<file path="config.mk">
export PLATFORM = sky130hd
export DESIGN_NAME = commit_ctrl
export DESIGN_NICKNAME = d
export VERILOG_FILES = /design/src/rtl/commit_pkg.sv /design/src/rtl/commit_scan.sv /design/src/rtl/commit_trap_timer.sv /design/src/rtl/commit_stat_regs.sv /design/src/rtl/commit_ctrl.sv
export SDC_FILE = /design/constraint.sdc
export NUM_CORES = 1
export LEC_CHECK = 0
export BUFFER_PORTS_ARGS = -buffer_cell sky130_fd_sc_hd__buf_2
export CORE_MARGIN = 8
export CORE_UTILIZATION = 37
export DETAILED_ROUTE_END_ITERATION = 6
export PLACE_DENSITY = 0.85
export SKIP_LAST_GASP = 1
export SLEW_MARGIN = 0
export SYNTH_ARGS = -nofsm -noshare
export SYNTH_HDL_FRONTEND = slang
export SYNTH_SLANG_ARGS = --single-unit
export TNS_END_PERCENT = 20
</file>
<file path="constraint.sdc">
create_clock -name clk -period 4.1 [get_ports clk]
set_input_delay 0.615 -clock clk [delete_from_list [all_inputs] [get_ports clk]]
set_output_delay 0.615 -clock clk [all_outputs]
set_load 0.02 [all_outputs]
</file>
<file path="src/rtl/commit_pkg.sv">
package commit_pkg;
  typedef enum logic [1:0] {
    TRP_RUN  = 2'd0,
    TRP_WAIT = 2'd1,
    TRP_SQSH = 2'd2
  } trap_st_e;
endpackage

</file>
<file path="src/rtl/commit_scan.sv">
module commit_scan #(
  parameter int W     = 4,
  parameter int SEQ_W = 8,
  localparam int CW   = $clog2(W + 1)
) (
  input  logic             enable,
  input  logic [W-1:0]     hd_valid,
  input  logic [W-1:0]     hd_ready,
  input  logic [W-1:0]     hd_squashed,
  input  logic [W-1:0]     hd_executed,
  input  logic [W-1:0]     hd_nonspec,
  input  logic [W-1:0]     hd_load,
  input  logic [W-1:0]     hd_store,
  input  logic [W-1:0]     hd_fault,
  input  logic [W*SEQ_W-1:0] hd_seq,
  input  logic             stores_pending,
  output logic [W-1:0]     retire,
  output logic [CW-1:0]    n_commit,
  output logic             store_ret,
  output logic             ns_req,
  output logic             ns_uncached,
  output logic [SEQ_W-1:0] ns_seq,
  output logic             fault_take
);
  logic          go;
  logic [CW-1:0] cnt;

  always_comb begin
    go          = enable;
    cnt         = '0;
    retire      = '0;
    store_ret   = 1'b0;
    ns_req      = 1'b0;
    ns_uncached = 1'b0;
    ns_seq      = '0;
    fault_take  = 1'b0;
    for (int i = 0; i < W; i++) begin
      if (go) begin
        if (!hd_valid[i] || !hd_ready[i]) begin
          go = 1'b0;
        end else if (hd_squashed[i]) begin
          retire[i] = 1'b1;
        end else if (!hd_executed[i]) begin
          go = 1'b0;
          if ((hd_nonspec[i] || hd_load[i]) && cnt == '0 && !stores_pending) begin
            ns_req      = 1'b1;
            ns_uncached = hd_load[i] && !hd_nonspec[i];
            ns_seq      = hd_seq[i*SEQ_W +: SEQ_W];
          end
        end else if (hd_fault[i]) begin
          go = 1'b0;
          if (cnt == '0 && !stores_pending) fault_take = 1'b1;
        end else begin
          retire[i] = 1'b1;
          cnt       = cnt + CW'(1);
          if (hd_store[i]) store_ret = 1'b1;
        end
      end
    end
    n_commit = cnt;
  end
endmodule

</file>
<file path="src/rtl/commit_trap_timer.sv">
module commit_trap_timer
  import commit_pkg::*;
#(
  parameter int TRAP_LAT = 3,
  localparam int TW      = (TRAP_LAT > 1) ? $clog2(TRAP_LAT) : 1
) (
  input  logic clk,
  input  logic rst_n,
  input  logic fault_take,
  output logic pending,
  output logic squash
);
  trap_st_e      st_q, st_d;
  logic [TW-1:0] tmr_q, tmr_d;
  logic          tmr_en;

  always_comb begin
    st_d   = st_q;
    tmr_d  = tmr_q;
    tmr_en = 1'b0;
    case (st_q)
      TRP_RUN: begin
        if (fault_take) begin
          st_d   = TRP_WAIT;
          tmr_d  = TW'(TRAP_LAT - 1);
          tmr_en = 1'b1;
        end
      end
      TRP_WAIT: begin
        if (tmr_q == '0) begin
          st_d = TRP_SQSH;
        end else begin
          tmr_d  = tmr_q - TW'(1);
          tmr_en = 1'b1;
        end
      end
      default: st_d = TRP_RUN;
    endcase
  end

  always_ff @(posedge clk or negedge rst_n) begin
    if (!rst_n) begin
      st_q  <= TRP_RUN;
      tmr_q <= '0;
    end else begin
      st_q <= st_d;
      if (tmr_en) tmr_q <= tmr_d;
    end
  end

  assign pending = (st_q == TRP_WAIT);
  assign squash  = (st_q == TRP_SQSH);
endmodule

</file>
<file path="src/rtl/commit_stat_regs.sv">
module commit_stat_regs #(
  parameter int W    = 4,
  localparam int CW  = $clog2(W + 1)
) (
  input  logic          clk,
  input  logic          rst_n,
  input  logic [CW-1:0] n_commit,
  input  logic          store_ret,
  output logic [CW-1:0] cnt_q,
  output logic          bw_q,
  output logic          st_q
);
  logic [CW-1:0] cnt_d;
  logic          bw_d;
  logic          st_d;

  always_comb begin
    cnt_d = n_commit;
    bw_d  = (n_commit == CW'(W));
    st_d  = store_ret;
  end

  always_ff @(posedge clk or negedge rst_n) begin
    if (!rst_n) begin
      cnt_q <= '0;
      bw_q  <= 1'b0;
      st_q  <= 1'b0;
    end else begin
      cnt_q <= cnt_d;
      bw_q  <= bw_d;
      st_q  <= st_d;
    end
  end
endmodule

</file>
<file path="src/rtl/commit_ctrl.sv">
module commit_ctrl #(
  parameter int W        = 4,
  parameter int SEQ_W    = 8,
  parameter int TRAP_LAT = 3,
  localparam int CW      = $clog2(W + 1)
) (
  input  logic               clk,
  input  logic               rst_n,
  input  logic [W-1:0]       hd_valid_i,
  input  logic [W-1:0]       hd_ready_i,
  input  logic [W-1:0]       hd_squashed_i,
  input  logic [W-1:0]       hd_executed_i,
  input  logic [W-1:0]       hd_nonspec_i,
  input  logic [W-1:0]       hd_load_i,
  input  logic [W-1:0]       hd_store_i,
  input  logic [W-1:0]       hd_fault_i,
  input  logic [W*SEQ_W-1:0] hd_seq_i,
  input  logic               stores_pending_i,
  input  logic               rob_empty_i,
  output logic [W-1:0]       retire_o,
  output logic [CW-1:0]      cnt_o,
  output logic               bw_limit_o,
  output logic               ns_req_o,
  output logic               ns_uncached_o,
  output logic [SEQ_W-1:0]   ns_seq_o,
  output logic               trap_pending_o,
  output logic               trap_squash_o,
  output logic               empty_ok_o
);
  logic          scan_en;
  logic [CW-1:0] n_commit;
  logic          store_ret;
  logic          fault_take;
  logic          store_prev;

  assign scan_en = !(trap_pending_o || trap_squash_o);

  commit_scan #(.W(W), .SEQ_W(SEQ_W)) u_scan (
    .enable         (scan_en),
    .hd_valid       (hd_valid_i),
    .hd_ready       (hd_ready_i),
    .hd_squashed    (hd_squashed_i),
    .hd_executed    (hd_executed_i),
    .hd_nonspec     (hd_nonspec_i),
    .hd_load        (hd_load_i),
    .hd_store       (hd_store_i),
    .hd_fault       (hd_fault_i),
    .hd_seq         (hd_seq_i),
    .stores_pending (stores_pending_i),
    .retire         (retire_o),
    .n_commit       (n_commit),
    .store_ret      (store_ret),
    .ns_req         (ns_req_o),
    .ns_uncached    (ns_uncached_o),
    .ns_seq         (ns_seq_o),
    .fault_take     (fault_take)
  );

  commit_trap_timer #(.TRAP_LAT(TRAP_LAT)) u_trap (
    .clk        (clk),
    .rst_n      (rst_n),
    .fault_take (fault_take),
    .pending    (trap_pending_o),
    .squash     (trap_squash_o)
  );

  commit_stat_regs #(.W(W)) u_stat (
    .clk       (clk),
    .rst_n     (rst_n),
    .n_commit  (n_commit),
    .store_ret (store_ret),
    .cnt_q     (cnt_o),
    .bw_q      (bw_limit_o),
    .st_q      (store_prev)
  );

  assign empty_ok_o = rob_empty_i && !stores_pending_i && !store_prev;
endmodule

</file>
==> summary.md, run 1 <==
| Metric | Value |
|---|---|
| Outcome | `finished with violations` |
| Failing checks | `negative setup slack` |
| Skew-Pair Late Insertion Delay | `0.25 ns` |
| CTS root buf | `clkbuf_4` |
| Setup TNS | `-2.76 ns` |
| Vias in the first global route | `1669` |
| Total gr overflow | `0` |
| Global-route usage over all layers | `0.157` |
| CTS buffer count | `3` |
| Distinct cell type count after synthesis | `54` |
| IO Pins | `89` |
| Diode count | `0` |
| DIE HEIGHT | `72.8 microns` |
| Avg Cell Area, Syn | `8.11 sq um` |
| Die width | `72.8 microns` |
| Pins Over Slew Limit | `0` |
| Drt drc | `0` |
| Vias per std cell | `5.00` |
| Yosys reg bits | `9` |
| Crit path kind | `flop to primary output` |
| Clock-pin slew on the worst setup and hold paths | `0.06 ns` |
| Crit share post-route | `1.08` |
| Initial Util | `0.391` |
| Synth async-reset ratio | `1.00` |
| Crit path DAT | `3.80 ns` |
| EDFF count, synth | `0` |
| DP Wirelength | `3680 microns` |
| Post-route setup slack | `-0.315 ns` |
| Site Rows | `20` |
| Setup crit start | `u_trap.st_q[0]` |
| Core area | `3050 sq um` |
| Util after Layout | `0.651` |
| Port-buffer cells | `88` |
| Peak supply drop | `0.129 mV` |
| HP Class | `input port to async pin` |
| Hold-fix buffers at CTS | `0` |
| Global-route wire length before repair | `6960 microns` |
| Clock tree sinks | `9` |
| Sequential element share of the synthesized area | `0.189` |
| RSZ-0062 raised after global routing | `true` |
| CTS max path bufs | `2` |
| Syn nets | `224` |
| Hold_ws | `0.198 ns` |
| Mapped Cells | `147` |
| Relative slew slack | `0.660` |
| Vias | `1514` |
| Crit path time final | `4.41 ns` |
| Worst EP required | `3.48 ns` |
| Reg2Reg Setup Slack | `0.11 ns` |
| # fillers | `271` |
| ANT nets after route | `0` |
| Hold Fails Final Rpt | `0` |
| Yosys warnings | `0` |
| RR Startpoint | `u_trap.st_q[0]` |
| Die area | `5300 sq um` |
| Routability-driven placement congestion ratio | `0.780` |
| Setup Skew | `0.00288 ns` |
| Synth Flop Type | `dfrtp_1` |
| Final setup violation count | `10` |
| P per Cell Area | `263 nW/um^2` |
| Mapped Area | `1190 sq um` |
| CTS H-tree depth | `1` |
| P_leak | `1.04 nW` |
| Slew @ Worst Pin | `0.508 ns` |
| P&R area growth vs syn | `66.6%` |
| Initial antenna violation count | `0` |
| Max cap viols | `0` |
| Crit start category | `flop` |
| Total Routed Length | `4450 microns` |
| CTS tree | `done` |
| Share of cells above drive strength 1 | `0.537` |
| Fmax | `227 MHz` |
| Layout Nets | `337` |
| TritonRoute pass-1 iters | `4` |
| Maximum fanout along the worst path | `6` |
| Pin count of the biggest net entering global routing | `14` |
| DR iter-0 viols | `45` |
| Wire per inst | `14.7 microns` |
| Nature of the critical path endpoint | `primary output` |
## power by group
group	switching [mW]	leakage (nW)	internal [mW]
combinational	0.163	0.906	0.178
sequential	0.0113	0.118	0.107
clock	0.0270	0.0150	0.0372
total	0.201	1.04	0.322
## metal layers
layer	up-vias	track usage	part of all wire
met5	-	0	0
met4	0	0.0133	0
met3	0	0.0426	0.060
met2	47	0.284	0.52
met1	690	0.185	0.42
li1	777	-	-
## worst max-delay path, cell delays in order (launching register included)
cell	delay [ns]
dfrtp_1	0.40
inv_2	0.09
ha_4	0.20
nand4bb_4	0.20
nor3b_2	0.21
ha_1	0.26
o221ai_2	0.12
o21ba_4	0.18
ha_4	0.21
nand2_2	0.06
o21ai_2	0.06
inv_1	0.07
ha_1	0.13
or4b_4	0.45
a21o_1	0.21
nor4_4	0.18
buf_4	0.20
a311oi_2	0.05
a21oi_2	0.13
buf_6	0.13
## Yosys cell counts (2+ instances only)
| cell type | number | area [sq um] |
|---|---|---|
| o221ai_1 | 2 | 17.5 |
| xor2_1 | 2 | 17.5 |
| nor3b_1 | 2 | 15.0 |
| and3b_1 | 2 | 17.5 |
| buf_2 | 2 | 10.0 |
| nand3_1 | 3 | 15.0 |
| inv_1 | 15 | 56.3 |
| dfrtp_1 | 9 | 225 |
| o31ai_1 | 2 | 15.0 |
| nand2_1 | 16 | 60.1 |
| a221oi_1 | 4 | 35.0 |
| o21ai_0 | 2 | 10.0 |
| a221o_1 | 4 | 40.0 |
| ha_1 | 9 | 113 |
| nor4_1 | 4 | 25.0 |
| or3_1 | 2 | 12.5 |
| a21o_1 | 3 | 22.5 |
| nand2b_1 | 2 | 12.5 |
| or4_1 | 2 | 15.0 |
| nor2_1 | 9 | 33.8 |
| nor3b_2 | 2 | 25.0 |
| and2_1 | 3 | 18.8 |
| a31o_2 | 2 | 17.5 |
| a21oi_1 | 3 | 15.0 |
| o21ai_1 | 3 | 15.0 |
| nor2b_1 | 7 | 43.8 |
| a22o_1 | 4 | 35.0 |
## sequential cells by signal, summed over array words and instances (netlist names)
signal and count:
u_trap.st_q 2, u_stat.bw_q 1, u_stat.cnt_q 3, u_stat.st_q 1, u_trap.tmr_q 2
## worst paths after layout
| path | end | cells after the start |
|---|---|---|
| min | u_stat.cnt_q[0] | 1 |
| max in group asynchronous | u_stat.st_q | 1 |
| min in group clk | u_trap.tmr_q[1] | 1 |
| min reg2reg | u_trap.tmr_q[1] | 1 |
| max | ns_uncached_o | 19 |
| max reg2reg | u_trap.st_q[0] | 18 |
## layout make-up
class / count / area, sq um / share of cell area
well taps: 44 / 55.1 / 0.0277
flip-flops and latches: 9 / 225 / 0.113
repair buffers: 111 / 632 / 0.318
multi-input cells: 120 / 992 / 0.499
inverters: 15 / 56.3 / 0.0283
clock buffers: 4 / 26.3 / 0.0132
## stage by stage
step	worst slack, ns	power, mW	instances	area (sq um)
final	-0.315	0.523	303	1990
after global routing	-0.531	0.562	303	1990
after CTS	-0.364	0.492	301	1940
after detailed placement	-0.280	0.401	292	1840
after global placement	-0.194	0.395	292	1840
after floorplan	-0.226	0.286	147	1240
## timing repair
item / in CTS / in global routing
endpoints found under the hold margin: 0 / 0
setup endpoints to repair: 10 / 14
setup buffers: 4 / 2
pin swaps: 6 / 2
cloned: 1 / 0
gates resized for setup: 7 / 8
## logic make-up after synthesis
group                    share of synthesized area
AND/OR/NAND/NOR                              0.339
AO/OA/AOI/OAI                                0.264
buffers and inverters                       0.0588
adder cells (fa/ha/maj)                     0.0944
flip-flops                                   0.189
XOR/XNOR                                    0.0357
multiplexers                                0.0189
## cells in the final DEF, fill, tap and decap left out, types with 2 or more instances in the layout
master,count
o21ai_2,2
nor4_1,2
a221oi_1,4
a21o_1,3
inv_1,13
nor2b_1,7
nor4_4,2
o21ai_1,3
nor3b_2,2
ha_1,7
a31o_2,2
buf_4,23
and3b_1,2
a221o_1,4
buf_2,85
and2_1,3
buf_6,3
nor4_2,2
o31ai_1,2
xor2_1,2
a22o_1,4
nand3_1,3
nand2b_1,2
dfrtp_1,9
inv_2,2
a21oi_1,2
clkbuf_4,3
nand2_1,15
or3_1,2
nor2_1,9
or4_1,2
ha_4,2
nor3b_1,2
a21oi_2,2
Power figures use the tool's default switching activity.
==> inputs of run 2 (changes only) <==
--- a/config.mk
+++ b/config.mk
@@ -7,9 +7,9 @@
 export LEC_CHECK = 0
 export BUFFER_PORTS_ARGS = -buffer_cell sky130_fd_sc_hd__buf_2
 export CORE_MARGIN = 8
-export CORE_UTILIZATION = 37
+export CORE_UTILIZATION = 44
 export DETAILED_ROUTE_END_ITERATION = 6
-export PLACE_DENSITY = 0.85
+export PLACE_DENSITY = 0.94
 export SKIP_LAST_GASP = 1
 export SLEW_MARGIN = 0
 export SYNTH_ARGS = -nofsm -noshare
==> constraint.sdc (replaced) <==
create_clock -name clk -period 5.1 [get_ports clk]
set_input_delay 0.765 -clock clk [delete_from_list [all_inputs] [get_ports clk]]
set_output_delay 0.765 -clock clk [all_outputs]
set_load 0.02 [all_outputs]
==> run 2 against run 1 <==
  * Worst setup slack better by 0.48 ns
  * Utilization up 1.8 points
  * Sequential power shrank 19%
  * Worst hold slack better by 0.13 ns
  * Cell count is 9.9% lower
  * Clock-buffer cell count is 1 lower
  * Clock power decreased by 11%
  * Die area shrank 13%
  * Via count is 0.92% higher
  * Power shrank 27%
  * Non-clock buffer count fell by 17
  * Sequential cell count stayed put
  * The flow now finishes without violations
==> summary.md, run 2 (synthesis gave the netlist of run 1 again) <==
| Metric | Value |
|---|---|
| Total gr overflow | `0 (unchanged)` |
| Share of cells above drive strength 1 | `0.479 (-0.0573)` |
| Crit start category | `flop` |
| Pins Over Slew Limit | `0 (unchanged)` |
| Pin count of the biggest net entering global routing | `14 (unchanged)` |
| DR iter-0 viols | `66 (+47%)` |
| Routability-driven placement congestion ratio | `0.898 (+15%)` |
| Register area | `225 sq um (unchanged)` |
| Site Rows | `19 (-5.0%)` |
| P per Cell Area | `216 nW/um^2 (-18%)` |
| Peak supply drop | `0.226 mV (+76%)` |
| CP top delay family | `simple AND/OR/NAND/NOR gates` |
| CTS H-tree depth | `1 (unchanged)` |
| Setup Skew | `0.00254 ns (-0.000343 ns)` |
| Clock tree sinks | `9 (unchanged)` |
| Vias in the first global route | `1451 (-13%)` |
| Hold-fix buffers at CTS | `0 (unchanged)` |
| Skew-Pair Late Insertion Delay | `0.27 ns (+0.02 ns)` |
| CTS buffer count | `3 (unchanged)` |
| Outcome | `finished clean` |
| HP Class | `input port to async pin` |
| Core area | `2660 sq um (-13%)` |
| Critical Path Slowest Stage Cell | `or4b_1` |
| # fillers | `251 (-7.4%)` |
| Worst Path Buf+Inv | `4 (unchanged)` |
| Final Cell Area | `1780 sq um (-10%)` |
| CTS tree | `done` |
| Die area | `4630 sq um (-13%)` |
| Global-route usage over all layers | `0.172 (+0.0150)` |
| Top reg by flops | `u_stat.cnt_q` |
| Biggest regs | `u_stat.cnt_q x3, u_trap.st_q x2, u_trap.tmr_q x2` |
| Multi-input gate area | `948 sq um (-4.4%)` |
| Drt drc | `0 (unchanged)` |
| Port-buffer cells | `88 (unchanged)` |
| CTS root buf | `clkbuf_4` |
| Worst path max stage delay | `0.44 ns (about the same)` |
| Crit path DAT | `4.17 ns (+0.37 ns)` |
| Max cap viols | `0 (unchanged)` |
| Total Routed Length | `4280 microns (-3.9%)` |
| Post-route setup slack | `0.166 ns (+0.481 ns)` |
| Nature of the critical path endpoint | `primary output` |
| Global-route wire length before repair | `6190 microns (-11%)` |
| Largest register FFs | `3 (unchanged)` |
| CP cell instances | `inv_2, ha_4, nand4bb_4, nor3b_4, ha_1, o221ai_1, o21ba_4, ha_1, nand2_1, o21ai_2, inv_1, ha_1, or4b_1, a21o_1, nor4_2, buf_4, a311oi_1, a21oi_1, buf_4` |
| Hold Fails Final Rpt | `0 (unchanged)` |
| P&R area growth vs syn | `49.4%` |
| Placed Cells | `265 (-9.2%)` |
| Fmax | `203 MHz` |
| Wire per inst | `15.7 microns (+6.7%)` |
| Die width | `68.1 microns (-6.5%)` |
| ANT nets after route | `0 (unchanged)` |
| Worst EP required | `4.34 ns (+0.86 ns)` |
| IO Pins | `89 (unchanged)` |
| Crit path time final | `4.93 ns` |
| DIE HEIGHT | `68.1 microns (-6.5%)` |
| Vias | `1528 (+0.92%)` |
| Crit share post-route | `0.967` |
| DP Area | `1670 sq um (-9.2%)` |
| Critical path's most frequent cell | `ha_1` |
| Most common library cell in the layout ignoring fill and taps | `buf_2` |
| Crit path kind | `flop to primary output` |
| Initial antenna violation count | `0 (unchanged)` |
| P_leak | `0.960 nW (-7.6%)` |
| Total power | `0.384 mW (-27%)` |
| Vias per std cell | `5.60 (+12%)` |
| Maximum fanout along the worst path | `6 (unchanged)` |
| Diode count | `0 (unchanged)` |
| Slew @ Worst Pin | `0.830 ns (+0.322 ns)` |
| Most frequent cells in the layout | `buf_2 (88), nand2_1 (16), inv_1 (13), nor2_1 (9), dfrtp_1 (9)` |
| Clock-pin slew on the worst setup and hold paths | `0.07 ns (about the same)` |
| Setup Slack @ Placement | `0.167 ns (+0.447 ns)` |
| Final setup violation count | `0 (-10)` |
| Layout Nets | `320 (-5.0%)` |
| DP Wirelength | `3600 microns (-2.1%)` |
| Relative slew slack | `0.442 (-0.218)` |
| TritonRoute pass-1 iters | `4 (unchanged)` |
| Initial Util | `0.448 (+0.0573)` |
| Non-Filler Instances | `273 (-9.9%)` |
| CTS max path bufs | `2 (unchanged)` |
run 2: changes by cell type in the layout (fill, tap and decap cells not counted), sizes merged:
| cell | change |
|---|---|
| buf | -17 |
| clkbuf | -1 |
| clkinv | +1 |
run 2: repair_timing:
action / CTS / global route
resized for setup: 0 / 11
buffers inserted: 1 / 2
cloned: 0 / 1
endpoints found under the setup margin: 5 / 10
pin swaps: 1 / 3
run 2: stage by stage:
stage	util	hold WS, ns	setup TNS (ns)
6_report	0.669	0.330	0
5_1_grt	0.669	0.342	-0.0114
4_1_cts	0.641	0.329	0
3_5_place_dp	0.628	0.516	0
3_3_place_gp	0.628	0.507	0
2_1_floorplan	-	0.469	0
run 2: worst reg2reg max path: cells and delay by family (launching register included):
kind	cells	cell delay, ns
buf+inv	2	0.16
mux	1	0.32
flops	1	0.40
simple gates	5	1.40
compound gates	5	0.78
fa+ha+maj	4	0.89
run 2: path summary, 6_finish.rpt:
| kind | cells after the start | slack [ns] | start | to |
|---|---|---|---|---|
| max in group asynchronous | 1 | 4.60 | rst_n | u_stat.bw_q |
| hold / removal | 1 | 0.33 | rst_n | u_stat.st_q |
| min in group clk | 1 | 0.53 | u_trap.tmr_q[1] | u_trap.tmr_q[1] |
| setup / recovery | 19 | 0.17 | u_trap.st_q[0] | ns_uncached_o |
| setup reg to reg | 17 | 1.03 | u_trap.st_q[0] | u_trap.st_q[0] |
| hold reg to reg | 1 | 0.53 | u_trap.tmr_q[1] | u_trap.tmr_q[1] |
run 2: cell type report:
cell class / count / share of cell area
sequential: 9 / 0.126
clock buffer: 3 / 0.0126
tap: 31 / 0.0218
timing repair buffer: 94 / 0.272
multi-input combinational: 120 / 0.532
clock inverter: 1 / 0.00281
inverter: 15 / 0.0316
run 2: per-layer routing:
layer / global-route usage / part of all wire / vias to the layer above / wire, microns
met3: 0.0491 / 0.089 / 9 / 380
li1: - / - / 742 / -
met2: 0.284 / 0.51 / 74 / 2190
met1: 0.199 / 0.38 / 703 / 1630
met5: 0 / 0 / - / 0
met4: 0.0870 / 0.019 / 0 / 81
run 2: power breakdown:
group	internal (mW)	switching (mW)	total, mW	leakage (nW)
clock network	0.0291	0.0284	0.0574	0.0177
registers	0.0861	0.00981	0.0959	0.118
logic	0.112	0.119	0.231	0.824
total	0.227	0.157	0.384	0.960
